[src/rtl/pan_pkg.sv]
package pan_pkg;

    localparam int WORD_W  = 16;
    localparam int PAN_W   = 2;
    localparam int REG_W   = 4;
    localparam int IDX_W   = 2;
    localparam int DSEL_W  = 2;

    typedef enum logic [1:0] {
        DEPTH_4  = 2'd0,
        DEPTH_8  = 2'd1,
        DEPTH_16 = 2'd2
    } depth_e;

    typedef struct packed {
        depth_e             depth;
        logic [PAN_W-1:0]   pan;
    } cfg_t;

    function automatic depth_e decode_depth(logic [DSEL_W-1:0] sel);
        case (sel)
            2'b00:   return DEPTH_4;
            2'b01:   return DEPTH_8;
            default: return DEPTH_16;
        endcase
    endfunction

    function automatic int unsigned bits_per_pixel(depth_e d);
        case (d)
            DEPTH_4: return 4;
            DEPTH_8: return 8;
            default: return WORD_W;
        endcase
    endfunction

    function automatic logic [IDX_W-1:0] last_idx(depth_e d);
        return IDX_W'(WORD_W / bits_per_pixel(d) - 1);
    endfunction

    // Only pan bits that index a pixel inside one word are kept
    function automatic logic [PAN_W-1:0] eff_pan(depth_e d, logic [PAN_W-1:0] p);
        case (d)
            DEPTH_4: return p;
            DEPTH_8: return {1'b0, p[0]};
            default: return '0;
        endcase
    endfunction

    function automatic logic [WORD_W-1:0] pick_pixel(depth_e d,
                                                     logic [WORD_W-1:0] w,
                                                     logic [IDX_W-1:0] idx);
        int unsigned        bpp;
        int unsigned        sh;
        logic [WORD_W-1:0]  mask;
        bpp  = bits_per_pixel(d);
        sh   = (int'(last_idx(d)) - int'(idx)) * bpp;
        mask = {WORD_W{1'b1}} >> (WORD_W - bpp);
        return (w >> sh) & mask;
    endfunction

endpackage

[src/rtl/pan_cfg_reg.sv]
module pan_cfg_reg
    import pan_pkg::*;
(
    input  logic                clk,
    input  logic                rst,
    input  logic                frame_start,
    input  logic [DSEL_W-1:0]   depth_sel,
    input  logic                wr_en,
    input  logic [REG_W-1:0]    wr_data,
    output logic [REG_W-1:0]    rd_data,
    output cfg_t                cfg
);
    localparam int RSV_W = REG_W - PAN_W;

    logic [PAN_W-1:0] pan_q;
    cfg_t             cfg_q;
    depth_e           dsel;

    assign dsel = decode_depth(depth_sel);

    always_ff @(posedge clk) begin
        if (rst) begin
            pan_q <= '0;
            cfg_q <= '{depth: DEPTH_4, pan: '0};
        end else begin
            if (wr_en)
                pan_q <= wr_data[PAN_W-1:0];
            if (frame_start)
                cfg_q <= '{depth: dsel, pan: eff_pan(dsel, pan_q)};
        end
    end

    assign rd_data = {{RSV_W{1'b0}}, pan_q};
    assign cfg     = cfg_q;
endmodule

[src/rtl/pan_word_unpacker.sv]
module pan_word_unpacker
    import pan_pkg::*;
(
    input  logic                clk,
    input  logic                rst,
    input  logic                restart,
    input  cfg_t                cfg,
    input  logic                in_valid,
    output logic                in_ready,
    input  logic [WORD_W-1:0]   in_word,
    output logic                hold_valid,
    input  logic                take,
    output logic [WORD_W-1:0]   word,
    output logic [IDX_W-1:0]    idx
);
    logic               have_q;
    logic               first_q;
    logic [WORD_W-1:0]  word_q;
    logic [IDX_W-1:0]   idx_q;
    logic               at_last;
    logic               accept;

    assign at_last    = (idx_q == last_idx(cfg.depth));
    assign hold_valid = have_q && !restart;
    assign in_ready   = !restart && (!have_q || (take && at_last));
    assign accept     = in_valid && in_ready;

    always_ff @(posedge clk) begin
        if (rst) begin
            have_q  <= 1'b0;
            first_q <= 1'b1;
            word_q  <= '0;
            idx_q   <= '0;
        end else if (restart) begin
            have_q  <= 1'b0;
            first_q <= 1'b1;
            idx_q   <= '0;
        end else if (accept) begin
            word_q  <= in_word;
            idx_q   <= first_q ? cfg.pan : '0;
            have_q  <= 1'b1;
            first_q <= 1'b0;
        end else if (take) begin
            if (at_last)
                have_q <= 1'b0;
            else
                idx_q  <= idx_q + 1'b1;
        end
    end

    assign word = word_q;
    assign idx  = idx_q;
endmodule

[src/rtl/pan_pixel_select.sv]
module pan_pixel_select
    import pan_pkg::*;
(
    input  depth_e              depth,
    input  logic [WORD_W-1:0]   word,
    input  logic [IDX_W-1:0]    idx,
    output logic [WORD_W-1:0]   pixel
);
    always_comb pixel = pick_pixel(depth, word, idx);
endmodule

[src/rtl/pan_fine_shifter.sv]
module pan_fine_shifter
    import pan_pkg::*;
(
    input  logic                clk,
    input  logic                rst,
    input  logic                frame_start,
    input  logic                line_start,
    input  logic [DSEL_W-1:0]   depth_sel,
    input  logic                pan_wr_en,
    input  logic [REG_W-1:0]    pan_wr_data,
    output logic [REG_W-1:0]    pan_rd_data,
    input  logic                in_valid,
    output logic                in_ready,
    input  logic [WORD_W-1:0]   in_word,
    output logic                px_valid,
    input  logic                px_ready,
    output logic [WORD_W-1:0]   px_data
);
    cfg_t               cfg;
    logic               restart;
    logic               take;
    logic [WORD_W-1:0]  cur_word;
    logic [IDX_W-1:0]   cur_idx;

    assign restart = frame_start || line_start;
    assign take    = px_valid && px_ready;

    pan_cfg_reg u_cfg (
        .clk         (clk),
        .rst         (rst),
        .frame_start (frame_start),
        .depth_sel   (depth_sel),
        .wr_en       (pan_wr_en),
        .wr_data     (pan_wr_data),
        .rd_data     (pan_rd_data),
        .cfg         (cfg)
    );

    pan_word_unpacker u_unpack (
        .clk        (clk),
        .rst        (rst),
        .restart    (restart),
        .cfg        (cfg),
        .in_valid   (in_valid),
        .in_ready   (in_ready),
        .in_word    (in_word),
        .hold_valid (px_valid),
        .take       (take),
        .word       (cur_word),
        .idx        (cur_idx)
    );

    pan_pixel_select u_sel (
        .depth (cfg.depth),
        .word  (cur_word),
        .idx   (cur_idx),
        .pixel (px_data)
    );
endmodule

[config.mk]
export PLATFORM = sky130hd
export DESIGN_NAME = pan_fine_shifter
export DESIGN_NICKNAME = d
export VERILOG_FILES = /design/src/rtl/pan_pkg.sv /design/src/rtl/pan_cfg_reg.sv /design/src/rtl/pan_word_unpacker.sv /design/src/rtl/pan_pixel_select.sv /design/src/rtl/pan_fine_shifter.sv
export SDC_FILE = /design/constraint.sdc
export NUM_CORES = 1
export LEC_CHECK = 0
export CORE_MARGIN = 8
export CORE_UTILIZATION = 45
export CTS_BUF_LIST = sky130_fd_sc_hd__clkbuf_16
export CTS_CLUSTER_SIZE = 16
export DETAILED_ROUTE_END_ITERATION = 7
export GPL_TIMING_DRIVEN = 0
export PLACE_DENSITY = 0.78
export SYNTH_ARGS = -nofsm -noshare
export SYNTH_HDL_FRONTEND = slang
export SYNTH_SLANG_ARGS = --single-unit
[constraint.sdc]
create_clock -name clk -period 5.9 [get_ports clk]
set_clock_uncertainty 0.2 [all_clocks]
set_input_delay 0.885 -clock clk [delete_from_list [all_inputs] [get_ports clk]]
set_output_delay 0.885 -clock clk [all_outputs]
set_load 0.1 [all_outputs]
==> impl_metrics.json <==
{
  "place.gp.congestion": 0.802,
  "fill_cells": 328,
  "die_area_mm2": 0.00724,
  "syn_to_final_growth_pct": 67.3,
  "final_cell_mix": "30 x clkdlybuf4s50_1, 27 x mux2i_1, 24 x nor2_1, 23 x buf_4, 23 x dfxtp_1",
  "netlist_instances": 240,
  "synth_ff_type": "dfxtp_1",
  "finalHoldViolCount": 0,
  "yosysWarnings": 0,
  "powerDensity_mw_per_mm2": 149,
  "insertion_delay_ns": 0.26,
  "max_slew_margin": 0.335,
  "worst_ir_drop_vdd_mv": 0.209,
  "hpwlAfterDp_um": 4250,
  "cts.reportedPaths.clkPinSlew_ns": 0.06,
  "setup-violations-final": 16,
  "reg2reg_depth": 8,
  "netlist_area_mm2": 0.00215,
  "synth_top_family_by_area": "simple AND/OR/NAND/NOR gates",
  "cts_tree": "done",
  "clockBufferDepth": 2,
  "ys_seq_area_frac": 0.242,
  "drive_gt1_frac": 0.371,
  "synth_edf_count": 0,
  "final_cells": 372,
  "nNetsFinal": 379,
  "dpl_cell_area_mm2": 0.00298,
  "max_freq_mhz": 158,
  "core_mm2": 0.00466,
  "place_ws_ns": -1.65,
  "worst_slew_pin_slew_ns": 0.994,
  "die_w_um": 85.1,
  "h-tree-depth": 1,
  "rsz0062_at_grt": "yes",
  "synthDistinctLibCells": 46,
  "io_buffers": 46,
  "finalWorstSetupSlack_ns": -0.411,
  "min_path_cells": 2,
  "cp-start-kind": "register",
  "clock_sinks": 26,
  "synth-simple-area-share": 0.210,
  "violations": "negative setup slack",
  "finalInstanceArea_mm2": 0.00359,
  "min_to": "u_cfg.cfg[1]",
  "grt_pass1_wl_um": 10200,
  "grt_start_max_net_pins": 15,
  "ys_seq_elements": 26,
  "hold_class": "reg2reg",
  "cts_made_buffers": 3,
  "worst_setup_path_end_kind": "output pin",
  "diodes": 0,
  "io_pins": 51,
  "vias": 2077,
  "synth_compound_area_frac": 0.126,
  "start_util": 0.461,
  "via_per_inst": 5.58,
  "max_cap_violations": 0,
  "syn_avg_cell_area_um2": 8.95,
  "synthMuxAreaShare": 0.126,
  "grt-ovfl-total": 0,
  "synthAdderAreaFrac": 0.202,
  "drt_pass1_iterations": 5,
  "antenna_found_initial": 0,
  "arrival_ns": 5.23,
  "timing.final.crit_period_ns": 6.31,
  "critPathMaxFanout": 4,
  "maxSlewViolCount": 0,
  "whs_ns": 0.271,
  "drt_wl_total_um": 6530,
  "die_h_um": 85.1,
  "grt.total_usage": 0.168,
  "rr_endpoint": "u_unpack.word[14]",
  "worstPathRequired_ns": 4.82,
  "final_common_cell": "clkdlybuf4s50_1",
  "grt_pass1_vias": 2240,
  "synthArstFlopShare": 0,
  "drtIter0Drc": 63,
  "utilization": 0.771,
  "wl_per_cell_um": 17.6,
  "hp-start": "u_cfg.cfg[1]",
  "ff2ff_setup_slack_ns": 3.53,
  "rr_startpoint": "u_unpack.idx[0]",
  "place_inst": 341,
  "synth-xor-area-share": 0.0122,
  "drtAntennaViolNets": 0,
  "root_buffer": "clkbuf_16",
  "path_class": "reg2out",
  "post-route-period-util": 1.07,
  "status": "complete, but fails checks",
  "rows": 25,
  "drc": 0,
  "p_leak_nw": 1.41,
  "cts_hold_buf": 0
}
-- power breakdown --
group | switching [mW] | internal [mW]
combinational | 0.120 | 0.0796
sequential | 0.00570 | 0.181
clock | 0.0593 | 0.0907
-- synth_stat cells, types with 6 or more instances --
library cell,instances,share of area
a211oi_1,7,0.024
dfxtp_1,26,0.24
fa_1,6,0.056
nand3_1,8,0.019
ha_1,25,0.15
nor3_1,14,0.033
a21oi_1,6,0.014
inv_1,19,0.033
nand2_1,12,0.021
mux2i_1,27,0.13
nor2_1,25,0.044
-- logic make-up after synthesis --
family	Yosys count
and+or+nand+nor	87
muxes	27
DFF	26
xor gates and xnor gates	3
other	1
AOI/OAI and AO/OA	34
adders and majority gates	31
buffers and inverters	31
-- timing repair --
| action | 4_1_cts | 5_1_grt |
|---|---|---|
| setup endpoints to repair | 16 | 16 |
| gates cloned | 0 | 1 |
| gates resized for setup | 155 | 19 |
| pin swaps | 17 | 25 |
| buffers inserted | 14 | 13 |
-- layout make-up --
| class | count | area (µm²) | share of cell area |
|---|---|---|---|
| Buffer | 11 | 113 | 0.0313 |
| Clock buffer | 3 | 75.1 | 0.0209 |
| Clock inverter | 1 | 3.75 | 0.00104 |
| Inverter | 19 | 75.1 | 0.0209 |
| Multi-Input combinational cell | 184 | 1880 | 0.522 |
| Sequential cell | 26 | 529 | 0.147 |
| Tap cell | 54 | 67.6 | 0.0188 |
| Timing Repair Buffer | 74 | 853 | 0.238 |
-- per-stage QoR --
stage                     TNS, ns  total power [mW]
after global placement     -22.35             0.365
after global routing        -8.44             0.553
after floorplan             -6.94             0.322
after CTS                   -4.32             0.526
after detailed placement   -23.63             0.366
final                       -5.73             0.536
-- worst max-delay path by stage --
stage	cells past startpoint	endpoint	startpoint
floorplan	20	px_data[0]	u_cfg.cfg[3]
global placement	22	px_data[9]	u_cfg.cfg[3]
detailed placement	22	px_data[8]	u_cfg.cfg[3]
CTS	21	px_data[3]	u_cfg.cfg[3]
global route	21	px_data[3]	u_cfg.cfg[3]
finish	21	px_data[0]	u_cfg.cfg[3]
-- metal layers --
metal	global-route usage	part of all wire	vias up
li1	-	-	1008
met4	0.0485	0.020	0
met2	0.317	0.54	41
met5	0	0	-
met3	0.0222	0.029	13
met1	0.191	0.41	1015
-- sequential cells by signal, indices dropped and copies added (netlist names) --
signal / cells
u_unpack.idx: 2
u_unpack.first_q: 1
u_unpack.word: 16
u_cfg.pan_q: 2
u_unpack.have_q: 1
u_cfg.cfg: 4
-- critical path, cell delays in order (launching register included) --
cell and delay (ns):
dfxtp_4 0.36, ha_4 0.13, inv_2 0.04, fa_2 0.36
or3_4 0.36, inv_2 0.07, fa_2 0.48, ha_4 0.27
ha_4 0.27, ha_4 0.12, inv_2 0.04, fa_2 0.38
nand2b_4 0.16, o211ai_1 0.09, ha_2 0.21, o21bai_1 0.12
ha_2 0.31, nor4_4 0.14, and4_4 0.31, nand3_4 0.15
a2111oi_4 0.34, buf_6 0.27
No activity file was read; power rests on OpenSTA's default activity.
